===== config.mk =====
export PLATFORM = sky130hd
export DESIGN_NAME = xtr_frame_extractor
export DESIGN_NICKNAME = d
export VERILOG_FILES = /design/src/rtl/xtr_pkg.sv /design/src/rtl/xtr_word_norm.sv /design/src/rtl/xtr_hdr_store.sv /design/src/rtl/xtr_beat_stage.sv /design/src/rtl/xtr_frame_extractor.sv
export SDC_FILE = /design/constraint.sdc
export NUM_CORES = 1
export LEC_CHECK = 0
export ABC_AREA = 1
export BUFFER_PORTS_ARGS = -buffer_cell sky130_fd_sc_hd__buf_2
export CORE_ASPECT_RATIO = 1.4
export CORE_MARGIN = 2
export CORE_UTILIZATION = 50
export DETAILED_ROUTE_END_ITERATION = 12
export GPL_ROUTABILITY_DRIVEN = 0
export GPL_TIMING_DRIVEN = 1
export PLACE_DENSITY_LB_ADDON = 0.3
export SYNTH_ARGS = -nofsm -noshare
export SYNTH_HDL_FRONTEND = slang
export SYNTH_SLANG_ARGS = --single-unit

===== constraint.sdc =====
create_clock -name clk -period 4.8 [get_ports clk]
set_input_delay 0.24 -clock clk [delete_from_list [all_inputs] [get_ports clk]]
set_output_delay 0.24 -clock clk [all_outputs]
set_load 0.03 [all_outputs]

===== src/rtl/xtr_pkg.sv =====
// Shared encodings for the escaped word-stream frame extractor.
package xtr_pkg;

    // Classification of one normalised queue word.
    typedef enum logic [2:0] {
        WK_DATA,
        WK_END,
        WK_PRUNE,
        WK_ABORT,
        WK_ESC,
        WK_IDLE
    } wkind_e;

    // Frame parser position.
    typedef enum logic [1:0] {
        FS_HDR,
        FS_BODY,
        FS_LIT,
        FS_TAIL
    } fstate_e;

    // Operation requested from the beat stage.
    typedef enum logic [2:0] {
        BOP_NONE,
        BOP_PUSH,
        BOP_END,
        BOP_SPILL,
        BOP_TAIL
    } bop_e;

    // Upper 29 bits shared by all eight control words.
    localparam logic [28:0] CODE_PREFIX = 29'h1000_0000;

    // Keep mask for a closing word that is short by `short_n` bytes.
    function automatic logic [3:0] keep_for_short(input logic [1:0] short_n);
        case (short_n)
            2'd0:    return 4'b1111;
            2'd1:    return 4'b1110;
            2'd2:    return 4'b1100;
            default: return 4'b1000;
        endcase
    endfunction

endpackage


===== src/rtl/xtr_word_norm.sv =====
// Word normaliser: optionally reverses byte order, then classifies the word.
// Assumes control words differ from each other only in the low three bits.
module xtr_word_norm
    import xtr_pkg::*;
(
    input  logic        swap_en,
    input  logic [31:0] raw_word,
    output logic [31:0] norm_word,
    output wkind_e      kind,
    output logic [1:0]  short_n
);

    logic [31:0] swapped;

    // Byte lane reversal, one lane per generate iteration.
    for (genvar g = 0; g < 4; g++) begin : g_lane
        assign swapped[8*g +: 8] = raw_word[8*(3-g) +: 8];
    end

    assign norm_word = swap_en ? swapped : raw_word;
    assign short_n   = norm_word[1:0];

    // Decode the control word class from the low bits.
    always_comb begin
        kind = WK_DATA;
        if (norm_word[31:3] == CODE_PREFIX) begin
            case (norm_word[2:0])
                3'd4:    kind = WK_PRUNE;
                3'd5:    kind = WK_ABORT;
                3'd6:    kind = WK_ESC;
                3'd7:    kind = WK_IDLE;
                default: kind = WK_END;
            endcase
        end
    end

endmodule


===== src/rtl/xtr_hdr_store.sv =====
// Header store: keeps the header words of the current frame and extracts
// the ingress port and timestamp. The word being written is bypassed so
// both fields are valid in the cycle the final header word arrives.
// Assumes HDR_WORDS >= 8.
module xtr_hdr_store #(
    parameter int HDR_WORDS = 9,
    parameter int IDX_W     = 4
) (
    input  logic             clk,
    input  logic             rst_n,
    input  logic             wr_en,
    input  logic [IDX_W-1:0] wr_idx,
    input  logic [31:0]      wr_word,
    output logic [6:0]       src_port,
    output logic [31:0]      stamp
);

    localparam int STAMP_HI_IDX = 0;
    localparam int STAMP_LO_IDX = 1;
    localparam int PORT_IDX     = 7;

    logic [31:0] hdr_q [HDR_WORDS];
    logic [31:0] view  [HDR_WORDS];

    // Storage of header words at their frame position.
    always_ff @(posedge clk) begin
        if (!rst_n) begin
            for (int i = 0; i < HDR_WORDS; i++) hdr_q[i] <= '0;
        end else if (wr_en) begin
            hdr_q[wr_idx] <= wr_word;
        end
    end

    // Current-cycle view with write bypass.
    for (genvar i = 0; i < HDR_WORDS; i++) begin : g_view
        assign view[i] = (wr_en && wr_idx == IDX_W'(i)) ? wr_word : hdr_q[i];
    end

    assign stamp    = {view[STAMP_HI_IDX][15:0], view[STAMP_LO_IDX][31:16]};
    assign src_port = view[PORT_IDX][20:14];

endmodule


===== src/rtl/xtr_beat_stage.sv =====
// Beat stage: one pending payload word plus the output register.
// Assumes a non-NONE op is only issued when slot_free is high.
module xtr_beat_stage
    import xtr_pkg::*;
(
    input  logic        clk,
    input  logic        rst_n,
    input  bop_e        op,
    input  logic [31:0] word,
    input  logic [3:0]  end_keep,
    input  logic        end_drop,
    input  logic        out_ready,
    output logic        slot_free,
    output logic        out_valid,
    output logic [31:0] out_data,
    output logic [3:0]  out_keep,
    output logic        out_last,
    output logic        out_drop
);

    logic        hold_v;
    logic [31:0] hold_d;
    logic        ld_en, ld_last, ld_drop;
    logic [31:0] ld_data;
    logic [3:0]  ld_keep;
    logic        hold_v_d;
    logic [31:0] hold_d_d;

    assign slot_free = !out_valid || out_ready;

    // Select what enters the output register and the pending slot.
    always_comb begin
        ld_en    = 1'b0;
        ld_data  = hold_d;
        ld_keep  = 4'b1111;
        ld_last  = 1'b0;
        ld_drop  = 1'b0;
        hold_v_d = hold_v;
        hold_d_d = hold_d;
        case (op)
            BOP_PUSH: begin
                ld_en    = hold_v;
                hold_v_d = 1'b1;
                hold_d_d = word;
            end
            BOP_END: begin
                ld_en    = 1'b1;
                ld_data  = hold_v ? hold_d : '0;
                ld_keep  = hold_v ? end_keep : 4'b0000;
                ld_last  = 1'b1;
                ld_drop  = end_drop;
                hold_v_d = 1'b0;
            end
            BOP_SPILL: begin
                ld_en    = hold_v;
                hold_v_d = 1'b0;
            end
            BOP_TAIL: begin
                ld_en   = 1'b1;
                ld_data = word;
                ld_last = 1'b1;
                ld_drop = 1'b1;
            end
            default: ;
        endcase
    end

    // Output register and pending word update.
    always_ff @(posedge clk) begin
        if (!rst_n) begin
            out_valid <= 1'b0;
            out_data  <= '0;
            out_keep  <= '0;
            out_last  <= 1'b0;
            out_drop  <= 1'b0;
            hold_v    <= 1'b0;
            hold_d    <= '0;
        end else begin
            hold_v <= hold_v_d;
            hold_d <= hold_d_d;
            if (ld_en) begin
                out_valid <= 1'b1;
                out_data  <= ld_data;
                out_keep  <= ld_keep;
                out_last  <= ld_last;
                out_drop  <= ld_drop;
            end else if (out_ready) begin
                out_valid <= 1'b0;
            end
        end
    end

endmodule


===== src/rtl/xtr_frame_extractor.sv =====
// Escaped word-stream frame extractor top: header capture, in-band control
// decoding, byte-stream output and per-frame summary.
// Assumes HDR_WORDS >= 8 and that the queue delivers whole frames in order.
module xtr_frame_extractor
    import xtr_pkg::*;
#(
    parameter int HDR_WORDS = 9,
    parameter int NUM_PORTS = 65,
    parameter int LEN_W     = 16
) (
    input  logic             clk,
    input  logic             rst_n,
    input  logic             swap_en,
    input  logic             in_valid,
    output logic             in_ready,
    input  logic [31:0]      in_word,
    output logic             out_valid,
    input  logic             out_ready,
    output logic [31:0]      out_data,
    output logic [3:0]       out_keep,
    output logic             out_last,
    output logic             out_drop,
    output logic             done_valid,
    output logic [LEN_W-1:0] done_len,
    output logic [6:0]       done_port,
    output logic [31:0]      done_stamp,
    output logic             done_drop
);

    localparam int IDX_W = (HDR_WORDS > 1) ? $clog2(HDR_WORDS) : 1;
    localparam logic [IDX_W-1:0] HDR_LAST = IDX_W'(HDR_WORDS - 1);
    localparam logic [LEN_W-1:0] WORD_B   = LEN_W'(4);

    fstate_e          state_q, state_d;
    logic [IDX_W-1:0] hcnt_q, hcnt_d;
    logic [LEN_W-1:0] bytes_q, bytes_d, end_total;
    logic             drop_q;
    logic             accept, slot_free, hdr_wr, hdr_done;
    logic             end_evt, end_disc;
    logic [3:0]       end_keep;
    bop_e             op, op_eff;
    logic [31:0]      nword;
    wkind_e           kind;
    logic [1:0]       short_n;
    logic [6:0]       hdr_port;
    logic [31:0]      hdr_stamp;

    xtr_word_norm u_norm (
        .swap_en   (swap_en),
        .raw_word  (in_word),
        .norm_word (nword),
        .kind      (kind),
        .short_n   (short_n)
    );

    xtr_hdr_store #(.HDR_WORDS(HDR_WORDS), .IDX_W(IDX_W)) u_hdr (
        .clk      (clk),
        .rst_n    (rst_n),
        .wr_en    (hdr_wr),
        .wr_idx   (hcnt_q),
        .wr_word  (nword),
        .src_port (hdr_port),
        .stamp    (hdr_stamp)
    );

    xtr_beat_stage u_beat (
        .clk       (clk),
        .rst_n     (rst_n),
        .op        (op_eff),
        .word      (nword),
        .end_keep  (end_keep),
        .end_drop  (end_disc),
        .out_ready (out_ready),
        .slot_free (slot_free),
        .out_valid (out_valid),
        .out_data  (out_data),
        .out_keep  (out_keep),
        .out_last  (out_last),
        .out_drop  (out_drop)
    );

    assign in_ready = slot_free;
    assign accept   = in_valid && in_ready;
    assign op_eff   = drop_q ? BOP_NONE : op;

    // Frame position sequencing and byte accounting per accepted word.
    always_comb begin
        state_d   = state_q;
        hcnt_d    = hcnt_q;
        bytes_d   = bytes_q;
        end_total = bytes_q;
        op        = BOP_NONE;
        end_evt   = 1'b0;
        end_disc  = 1'b0;
        end_keep  = 4'b1111;
        hdr_wr    = 1'b0;
        hdr_done  = 1'b0;
        if (accept) begin
            case (state_q)
                FS_HDR: begin
                    hdr_wr = 1'b1;
                    if (hcnt_q == HDR_LAST) begin
                        hdr_done = 1'b1;
                        hcnt_d   = '0;
                        bytes_d  = '0;
                        state_d  = FS_BODY;
                    end else begin
                        hcnt_d = hcnt_q + 1'b1;
                    end
                end
                FS_BODY: begin
                    case (kind)
                        WK_DATA: begin
                            op      = BOP_PUSH;
                            bytes_d = bytes_q + WORD_B;
                        end
                        WK_END: begin
                            op        = BOP_END;
                            end_keep  = keep_for_short(short_n);
                            end_total = bytes_q - LEN_W'(short_n);
                            end_evt   = 1'b1;
                            state_d   = FS_HDR;
                        end
                        WK_PRUNE: begin
                            op      = BOP_SPILL;
                            state_d = FS_TAIL;
                        end
                        WK_ABORT: begin
                            op       = BOP_END;
                            end_disc = 1'b1;
                            end_evt  = 1'b1;
                            state_d  = FS_HDR;
                        end
                        WK_ESC:  state_d = FS_LIT;
                        default: ;
                    endcase
                end
                FS_LIT: begin
                    op      = BOP_PUSH;
                    bytes_d = bytes_q + WORD_B;
                    state_d = FS_BODY;
                end
                default: begin
                    op        = BOP_TAIL;
                    end_total = bytes_q + WORD_B;
                    end_evt   = 1'b1;
                    end_disc  = 1'b1;
                    state_d   = FS_HDR;
                end
            endcase
        end
    end

    // Parser state, header index, byte count and port-range verdict.
    always_ff @(posedge clk) begin
        if (!rst_n) begin
            state_q <= FS_HDR;
            hcnt_q  <= '0;
            bytes_q <= '0;
            drop_q  <= 1'b0;
        end else begin
            state_q <= state_d;
            hcnt_q  <= hcnt_d;
            bytes_q <= bytes_d;
            if (hdr_done) drop_q <= (32'(hdr_port) >= NUM_PORTS);
        end
    end

    // Frame summary, registered one cycle after the final word.
    always_ff @(posedge clk) begin
        if (!rst_n) begin
            done_valid <= 1'b0;
            done_len   <= '0;
            done_port  <= '0;
            done_stamp <= '0;
            done_drop  <= 1'b0;
        end else begin
            done_valid <= end_evt;
            if (end_evt) begin
                done_len   <= (end_total >= WORD_B) ? end_total - WORD_B : '0;
                done_port  <= hdr_port;
                done_stamp <= hdr_stamp;
                done_drop  <= end_disc || drop_q;
            end
        end
    end

endmodule


==> impl_metrics.prom, run 1 <==
# TYPE chip_impl_metric gauge
chip_impl_metric{name="min_period_over_period",unit=""} 0.7736
chip_impl_info{name="r2r_start",value="state_q[1]"} 1
chip_impl_info{name="crit_slowest_cell",value="sky130_fd_sc_hd__o21ai_2"} 1
chip_impl_metric{name="drt-met1-wl",unit="um"} 11150
chip_impl_metric{name="longest_individual_stage_delay_on_the_worst_path",unit="ps"} 610
chip_impl_metric{name="report.final.slew_viol_count",unit=""} 0
chip_impl_metric{name="maximum_vdd_drop",unit="V"} 0.0001996
chip_impl_metric{name="routed_wirelength",unit="um"} 29580
chip_impl_metric{name="post-route-min-period",unit="ps"} 3713
chip_impl_metric{name="yosys.area_share.xor_xnor",unit=""} 0.01975
chip_impl_metric{name="fp_rows",unit=""} 61
chip_impl_metric{name="postCtsSetupBuffers",unit=""} 0
chip_impl_metric{name="critical_path_arrival",unit="ps"} 4030
chip_impl_metric{name="final_core_area_utilization",unit=""} 0.5768
chip_impl_metric{name="count_of_flip_flops_with_a_built_in_enable_after_synthesis",unit=""} 39
chip_impl_metric{name="detailroute.wirelength.met3",unit="um"} 1593
chip_impl_metric{name="slew_headroom",unit=""} 0.3749
chip_impl_metric{name="dieWidth",unit="um"} 124.7
chip_impl_metric{name="drt_iter0_markers",unit=""} 867
chip_impl_info{name="type_of_element_launching_the_critical_path",value="primary input"} 1
chip_impl_metric{name="drtPass1Iterations",unit=""} 7
chip_impl_metric{name="synth_sequential_area_ratio",unit=""} 0.4092
chip_impl_metric{name="post_route_drc_violation_count",unit=""} 0
chip_impl_metric{name="ioPinCount",unit=""} 134
chip_impl_info{name="worst-setup-path-type",value="in2reg"} 1
chip_impl_metric{name="n_fill_cell",unit=""} 1963
chip_impl_metric{name="worst-path-max-fanout",unit=""} 69
chip_impl_metric{name="drtAntennaViolNets",unit=""} 0
chip_impl_metric{name="grt_start_max_net_pins",unit=""} 87
chip_impl_metric{name="number_of_antenna_violations_at_the_first_check_in_global_routing",unit=""} 1
chip_impl_metric{name="cts_repair_resize_count",unit=""} 0
chip_impl_metric{name="design.final.nets",unit=""} 1595
chip_impl_info{name="end_kind",value="flip-flop"} 1
chip_impl_metric{name="netlist_instances",unit=""} 1457
chip_impl_metric{name="cts_hold_buf",unit=""} 0
chip_impl_metric{name="fraction_of_layout_instances_using_a_drive_strength_above_1",unit=""} 0.1487
chip_impl_metric{name="max_slew.worst_pin.slew",unit="ps"} 937.6
chip_impl_metric{name="fp.dieH",unit="um"} 173.0
chip_impl_metric{name="place_hpwl",unit="um"} 21210
chip_impl_info{name="min-delay-path-class",value="in2reg"} 1
chip_impl_metric{name="clkSinkCount",unit=""} 189
chip_impl_metric{name="power.net_switching",unit="mW"} 1.483
chip_impl_metric{name="total_nets_after_synthesis",unit=""} 1512
chip_impl_metric{name="portBuffers",unit=""} 133
chip_impl_metric{name="floorplan.core_area",unit="mm^2"} 0.01992
chip_impl_info{name="cts-root-buf",value="sky130_fd_sc_hd__clkbuf_16"} 1
chip_impl_metric{name="met2_length",unit="um"} 14930
chip_impl_metric{name="postSynthAreaPerCell",unit="um^2"} 7.001
chip_impl_metric{name="setup-violations-final",unit=""} 0
chip_impl_metric{name="dr_total_vias",unit=""} 9916
chip_impl_metric{name="synthesis.area",unit="mm^2"} 0.01020
chip_impl_metric{name="p_seq_frac",unit=""} 0.429
chip_impl_metric{name="area_growth_syn_to_layout",unit="%"} 12.65
chip_impl_info{name="route.top_layer_used",value="met4"} 1
chip_impl_metric{name="groute.usage.overall",unit=""} 0.2738
chip_impl_metric{name="yosys_warnings",unit=""} 0
chip_impl_metric{name="via_per_inst",unit=""} 5.491
chip_impl_metric{name="total_leakage_power",unit="nW"} 5.285
chip_impl_metric{name="clock_power_share",unit=""} 0.349
chip_impl_info{name="cts_tree",value="yes"} 1
chip_impl_metric{name="worst_ep_required_time",unit="ps"} 5120
chip_impl_metric{name="wirelength_per_cell",unit="um"} 16.38
chip_impl_metric{name="die_area",unit="mm^2"} 0.02157
chip_impl_metric{name="synth.distinct_cells",unit=""} 48
chip_impl_metric{name="share_of_power_burned_in_combinational_logic",unit=""} 0.222
chip_impl_info{name="crit_path_cell_trace",value="buf_2 > o21ai_2 > inv_1 > ha_1 > o21ai_2 > inv_2 > nand3_1 > nand3_1 > a211oi_2 > nand2_1 > nand2_2 > inv_2 > nand2_4 > o21ai_0 > a21oi_1 > nor2_1"} 1
chip_impl_metric{name="synth_fa_ha_area_frac",unit=""} 0.02208
chip_impl_metric{name="initial_core_util",unit=""} 0.5120
chip_impl_metric{name="multiplexer_fraction_of_the_synthesized_cell_area",unit=""} 0
chip_impl_metric{name="power.density_cell_area",unit="mW/mm^2"} 371.0
chip_impl_info{name="status",value="finished, final reports clean"} 1
chip_impl_info{name="endpoint_of_the_worst_slack_reg_to_reg_timing_path",value="u_beat.out_data[25]"} 1
chip_impl_metric{name="ys_seq_elements",unit=""} 189
chip_impl_metric{name="ctsLongestPathBuffers",unit=""} 2
chip_impl_metric{name="fmax",unit="MHz"} 269.3
chip_impl_info{name="holdCritStartpoint",value="out_ready"} 1
chip_impl_metric{name="grt.overflow.total",unit=""} 0
chip_impl_metric{name="cts_inserted_buffers",unit=""} 17
chip_impl_info{name="synth_top_family_by_area",value="simple AND/OR/NAND/NOR gates"} 1
chip_impl_metric{name="synth_compound_gate_area_share",unit=""} 0.1608
chip_impl_metric{name="power.share.switching",unit=""} 0.3481
chip_impl_metric{name="grt_pass1_wl",unit="um"} 47750
chip_impl_metric{name="drv.max_cap_violation_count",unit=""} 0
chip_impl_metric{name="fin_worst_skew",unit="ps"} 12.60
chip_impl_metric{name="min_path_cells",unit=""} 6
chip_impl_metric{name="reg2reg_setup_slack",unit="ps"} 1170
chip_impl_info{name="timing.hold.worst_endpoint",value="u_beat.out_valid"} 1
chip_impl_metric{name="clock_tree.htree_level_count",unit=""} 4
chip_impl_metric{name="grt_pass1_vias",unit=""} 9521
chip_impl_metric{name="cts_clock_pin_slew_for_the_worst_setup_and_hold_paths",unit="ps"} 80
chip_impl_info{name="postSynth.topFlopCell",value="sky130_fd_sc_hd__dfxtp_1"} 1
chip_impl_metric{name="synth_simple_gate_area_frac",unit=""} 0.3042
chip_impl_metric{name="insertion_delay",unit="ps"} 440
chip_impl_metric{name="hold_violations",unit=""} 0
chip_impl_metric{name="totalNegativeSetupSlack",unit="ps"} 0
chip_impl_metric{name="ff2ff_path_depth",unit=""} 13
chip_impl_metric{name="postSynth.asyncResetShare",unit=""} 0
chip_impl_metric{name="internal-power",unit="mW"} 2.779
chip_impl_info{name="setup_repair_after_global_routing_missed_its_margin",value="no"} 1
-- state kept, by name (all words and copies together), names as in the netlist, 2 cells and up --
name / flops
u_hdr.hdr_q: 39
u_beat.out_keep: 4
hcnt_q: 4
done_port: 7
u_beat.hold_d: 32
bytes_q: 14
done_stamp: 32
state_q: 2
done_len: 16
u_beat.out_data: 32
-- cell families after synthesis --
| group | count (synthesis) |
|---|---|
| AO/OA/AOI/OAI | 288 |
| AND/OR/NAND/NOR | 744 |
| XOR/XNOR | 23 |
| adder cells (fa/ha/maj) | 18 |
| flip-flops | 189 |
| buffers and inverters | 195 |
-- per-stage QoR --
stage | cell area, um^2 | power (mW) | hold slack, ps | instances | setup slack (ps)
after floorplan | 10200 | 2.553 | 439.1 | 1457 | 1500
after global placement | 10840 | 2.786 | 449.2 | 1773 | 772.5
after detailed placement | 10840 | 2.801 | 455.4 | 1773 | 697.7
after CTS | 11490 | 4.272 | 158.4 | 1805 | 1178
after global routing | 11490 | 4.466 | 240.5 | 1805 | 786.5
final | 11490 | 4.262 | 162.5 | 1806 | 1087
-- power by group through the flow --
| stage | Sequential, mW | Combinational (mW) | Clock [mW] |
|---|---|---|---|
| 6_report | 1.83 | 0.948 | 1.49 |
| 5_1_grt | 1.84 | 1.05 | 1.57 |
| 4_1_cts | 1.83 | 0.943 | 1.50 |
| 3_5_place_dp | 1.86 | 0.938 | 0 |
| 3_3_place_gp | 1.86 | 0.927 | 0 |
| 2_1_floorplan | 1.96 | 0.588 | 0 |
-- per-layer routing --
layer / vias up / GRT usage
li1: 4919 / -
met1: 4510 / 0.3077
met2: 371 / 0.4813
met3: 116 / 0.03558
met4: 0 / 0.1835
met5: - / 0
-- cells in the final DEF, fill, tap and decap left out, types with 5 or more instances in the layout --
master,instances
sky130_fd_sc_hd__nand2_1,336
sky130_fd_sc_hd__nor2_1,285
sky130_fd_sc_hd__dfxtp_1,150
sky130_fd_sc_hd__buf_2,133
sky130_fd_sc_hd__o21ai_0,117
sky130_fd_sc_hd__inv_1,103
sky130_fd_sc_hd__a21oi_1,88
sky130_fd_sc_hd__nand3_1,50
sky130_fd_sc_hd__edfxtp_1,39
sky130_fd_sc_hd__a211oi_1,38
sky130_fd_sc_hd__xor2_1,22
sky130_fd_sc_hd__nand4_1,21
sky130_fd_sc_hd__ha_1,18
sky130_fd_sc_hd__clkbuf_16,18
sky130_fd_sc_hd__nor3_1,13
sky130_fd_sc_hd__nand2_2,12
sky130_fd_sc_hd__o21ai_1,11
sky130_fd_sc_hd__inv_2,9
sky130_fd_sc_hd__a31oi_1,9
sky130_fd_sc_hd__buf_4,8
sky130_fd_sc_hd__a21oi_2,7
sky130_fd_sc_hd__o21ai_2,6
sky130_fd_sc_hd__nor2_4,6
sky130_fd_sc_hd__clkinv_8,6
sky130_fd_sc_hd__nor2_2,5
-- cell type report --
| type | instances | area (um^2) | share of cell area |
|---|---|---|---|
| repair buffers | 141 | 725.7 | 0.06316 |
| diodes | 1 | 2.502 | 0.0002178 |
| well taps | 252 | 315.3 | 0.02744 |
| flip-flops and latches | 189 | 4174 | 0.3633 |
| inverters | 118 | 447.9 | 0.03899 |
| clock inverters | 14 | 195.2 | 0.01699 |
| multi-input cells | 1073 | 5179 | 0.4507 |
| clock buffers | 18 | 450.4 | 0.03920 |
-- critical path: cells and delay by family --
| family | cells | cell delay, ps |
|---|---|---|
| and+or+nand+nor | 6 | 1020 |
| buffers and inverters | 4 | 700 |
| adders and majority gates | 1 | 300 |
| AOI/OAI and AO/OA | 5 | 1700 |
-- cells in the mapped netlist (18+ instances only) --
| cell type | number | area (um^2) |
|---|---|---|
| sky130_fd_sc_hd__a21oi_1 | 88 | 440.4 |
| sky130_fd_sc_hd__dfxtp_1 | 150 | 3003 |
| sky130_fd_sc_hd__a211oi_1 | 38 | 285.3 |
| sky130_fd_sc_hd__edfxtp_1 | 39 | 1171 |
| sky130_fd_sc_hd__clkbuf_1 | 46 | 172.7 |
| sky130_fd_sc_hd__ha_1 | 18 | 225.2 |
| sky130_fd_sc_hd__nand4_1 | 21 | 131.4 |
| sky130_fd_sc_hd__nand2_1 | 336 | 1261 |
| sky130_fd_sc_hd__xor2_1 | 22 | 192.7 |
| sky130_fd_sc_hd__o21ai_0 | 117 | 585.6 |
| sky130_fd_sc_hd__nor2_1 | 285 | 1070 |
| sky130_fd_sc_hd__nand3_1 | 50 | 250.2 |
| sky130_fd_sc_hd__inv_1 | 103 | 386.6 |
-- how the worst max path moves through the flow --
stage | from | end | slack, ps | depth (start not counted)
finish | swap_en | u_beat.out_data[25] | 1090 | 16
global route | swap_en | u_beat.out_data[24] | 790 | 17
CTS | swap_en | u_beat.out_data[28] | 1180 | 16
detailed placement | swap_en | u_beat.out_data[28] | 700 | 16
global placement | swap_en | u_beat.out_data[28] | 770 | 16
floorplan | swap_en | done_len[9] | 1500 | 26
Note: power is estimated with default switching activity, not from simulation.
==> inputs of run 2 (changes only) <==
==> constraint.sdc (replaced) <==
create_clock -name clk -period 3.45 [get_ports clk]
set_input_delay 0.1725 -clock clk [delete_from_list [all_inputs] [get_ports clk]]
set_output_delay 0.1725 -clock clk [all_outputs]
set_load 0.03 [all_outputs]
==> impl_metrics.prom, run 2 (synthesized netlist as in run 1, its figures left out) <==
# TYPE chip_impl_metric gauge
chip_impl_metric{name="critical_path_arrival",unit="ps"} 3420
chip_impl_metric{name="cts_inserted_buffers",unit=""} 17
chip_impl_metric{name="routed_wirelength",unit="um"} 29890
chip_impl_info{name="min-delay-path-class",value="in2reg"} 1
chip_impl_metric{name="fmax",unit="MHz"} 321.0
chip_impl_metric{name="grt.overflow.total",unit=""} 0
chip_impl_metric{name="max_slew.worst_pin.slew",unit="ps"} 855.8
chip_impl_metric{name="clock_tree.htree_level_count",unit=""} 4
chip_impl_metric{name="postCtsSetupBuffers",unit=""} 0
chip_impl_metric{name="drv.max_cap_violation_count",unit=""} 0
chip_impl_metric{name="ctsLongestPathBuffers",unit=""} 2
chip_impl_metric{name="fin_area",unit="mm^2"} 0.01181
chip_impl_metric{name="largest_reg_flops",unit=""} 39
chip_impl_metric{name="grt_pass1_vias",unit=""} 9595
chip_impl_metric{name="cts_hold_buf",unit=""} 0
chip_impl_metric{name="total_leakage_power",unit="nW"} 5.483
chip_impl_metric{name="cts_clock_pin_slew_for_the_worst_setup_and_hold_paths",unit="ps"} 80
chip_impl_metric{name="grt_start_max_net_pins",unit=""} 73
chip_impl_metric{name="cts_repair_resize_count",unit=""} 0
chip_impl_metric{name="drt_iter0_markers",unit=""} 769
chip_impl_info{name="startpoint",value="bytes_q[2]"} 1
chip_impl_info{name="layout.cells.most_common",value="sky130_fd_sc_hd__nand2_1"} 1
chip_impl_metric{name="dr_total_vias",unit=""} 10050
chip_impl_metric{name="min_period_over_period",unit=""} 0.9030
chip_impl_metric{name="fp.dieH",unit="um"} 173.0
chip_impl_info{name="grt_most_used_layer",value="met2"} 1
chip_impl_info{name="type_of_element_launching_the_critical_path",value="flip-flop"} 1
chip_impl_metric{name="post-route-min-period",unit="ps"} 3115
chip_impl_info{name="end_kind",value="flip-flop"} 1
chip_impl_metric{name="groute.layer.met2.usage",unit=""} 0.4925
chip_impl_metric{name="floorplan.core_area",unit="mm^2"} 0.01992
chip_impl_info{name="holdCritStartpoint",value="out_ready"} 1
chip_impl_metric{name="design.final.nets",unit=""} 1637
chip_impl_metric{name="insertion_delay",unit="ps"} 440
chip_impl_metric{name="portBuffers",unit=""} 133
chip_impl_info{name="layout_common_cells",value="sky130_fd_sc_hd__nand2_1 (336), sky130_fd_sc_hd__nor2_1 (285), sky130_fd_sc_hd__dfxtp_1 (150)"} 1
chip_impl_info{name="cts_tree",value="yes"} 1
chip_impl_metric{name="die_area",unit="mm^2"} 0.02157
chip_impl_metric{name="groute.usage.overall",unit=""} 0.2768
chip_impl_metric{name="fin_worst_hold_slack",unit="ps"} 101.6
chip_impl_metric{name="hold_violations",unit=""} 0
chip_impl_metric{name="use_met3",unit=""} 0.04146
chip_impl_metric{name="drtAntennaViolNets",unit=""} 0
chip_impl_metric{name="worst-path-max-fanout",unit=""} 8
chip_impl_metric{name="clkSinkCount",unit=""} 189
chip_impl_info{name="worst-setup-path-type",value="reg2reg"} 1
chip_impl_metric{name="post_route_drc_violation_count",unit=""} 0
chip_impl_metric{name="initial_core_util",unit=""} 0.5120
chip_impl_metric{name="wirelength_per_cell",unit="um"} 16.16
chip_impl_metric{name="totalNegativeSetupSlack",unit="ps"} 0
chip_impl_metric{name="area_growth_syn_to_layout",unit="%"} 15.75
chip_impl_metric{name="worst_ep_required_time",unit="ps"} 3750
chip_impl_metric{name="dieWidth",unit="um"} 124.7
chip_impl_metric{name="dpl-instance-area",unit="mm^2"} 0.01119
chip_impl_info{name="setup_repair_after_global_routing_missed_its_margin",value="no"} 1
chip_impl_metric{name="power.density_cell_area",unit="mW/mm^2"} 500.1
chip_impl_metric{name="fraction_of_layout_instances_using_a_drive_strength_above_1",unit=""} 0.1712
chip_impl_metric{name="drtPass1Iterations",unit=""} 6
chip_impl_info{name="regMostFlops",value="u_hdr.hdr_q"} 1
chip_impl_metric{name="fin_worst_skew",unit="ps"} 10.51
chip_impl_metric{name="setup-violations-final",unit=""} 0
chip_impl_metric{name="via_per_inst",unit=""} 5.435
chip_impl_metric{name="place_hpwl",unit="um"} 22080
chip_impl_info{name="r2r_start",value="bytes_q[2]"} 1
chip_impl_metric{name="fp_rows",unit=""} 61
chip_impl_metric{name="report.final.slew_viol_count",unit=""} 0
chip_impl_metric{name="slew_headroom",unit=""} 0.4295
chip_impl_metric{name="n_fill_cell",unit=""} 1886
chip_impl_info{name="status",value="finished, final reports clean"} 1
chip_impl_metric{name="grt_use_met1",unit=""} 0.3059
chip_impl_metric{name="number_of_antenna_violations_at_the_first_check_in_global_routing",unit=""} 0
chip_impl_info{name="cts-root-buf",value="sky130_fd_sc_hd__clkbuf_16"} 1
chip_impl_metric{name="ioPinCount",unit=""} 134
chip_impl_metric{name="grt_pass1_wl",unit="um"} 48220
chip_impl_metric{name="maximum_vdd_drop",unit="V"} 0.0003416
-- run 2: cell count changes in the layout (fill, tap and decap cells not counted), sizes merged --
cell,delta
buf,+42
inv,+1
diode,+1
clkbuf,-1
-- run 2: through the flow --
step                utilization  std cells  total power, mW  setup slack (ps)
floorplan                     -       1457            3.552             217.8
global placement         0.5620       1815            3.934             110.8
detailed placement       0.5620       1815            3.957             19.33
CTS                      0.5924       1847            5.929             385.1
global route             0.5924       1847            6.203             84.12
finish                   0.5927       1849            5.905             334.6
-- run 2: worst max-delay path, cell delays in order, from the launching register on --
cell and delay, ps:
sky130_fd_sc_hd__dfxtp_1 520, sky130_fd_sc_hd__inv_1 240, sky130_fd_sc_hd__ha_1 250, sky130_fd_sc_hd__nand2_1 50
sky130_fd_sc_hd__nand2_1 110, sky130_fd_sc_hd__nor2_1 250, sky130_fd_sc_hd__nand2_1 110, sky130_fd_sc_hd__xor2_1 210
sky130_fd_sc_hd__nand4_1 130, sky130_fd_sc_hd__nand3_1 80, sky130_fd_sc_hd__nand2_1 50, sky130_fd_sc_hd__nand2_1 50
sky130_fd_sc_hd__nand2_1 130, sky130_fd_sc_hd__nor2_1 210, sky130_fd_sc_hd__nand2_1 70, sky130_fd_sc_hd__nor2_1 170
sky130_fd_sc_hd__nand3_1 90, sky130_fd_sc_hd__nand2_1 80, sky130_fd_sc_hd__nor2_1 40, sky130_fd_sc_hd__nor2_1 80
sky130_fd_sc_hd__nor2_1 40
-- run 2: cell type report --
type                            instances  area, um^2  area share
Antenna cell                            2       5.005   0.0004239
Clock buffer                           17       425.4     0.03603
Clock inverter                         15       181.4     0.01537
Inverter                              118       447.9     0.03794
Multi-Input combinational cell       1073        5179      0.4386
Sequential cell                       189        4174      0.3535
Tap cell                              252       315.3     0.02671
Timing Repair Buffer                  183        1079     0.09135
-- run 2: routing by layer --
metal / wire length [um] / up-vias / part of all wire
met1: 11440 / 4548 / 0.38
met3: 1469 / 111 / 0.049
met5: 0 / - / 0
met4: 1927 / 0 / 0.064
met2: 15050 / 376 / 0.50
li1: - / 5015 / -
-- run 2: worst paths after layout --
path                 endpoint  slack, ps  depth (start not counted)
max reg2reg      done_len[13]        330                         20
min reg2reg       done_len[0]        460                          2
min          u_beat.out_valid        100                          6
max              done_len[13]        330                         20
-- run 2: power breakdown --
part,internal (mW),switching (mW),total [mW]
clock,0.990,0.991,1.98
combinational,0.425,0.956,1.38
sequential,2.44,0.105,2.54
total,3.85,2.05,5.90
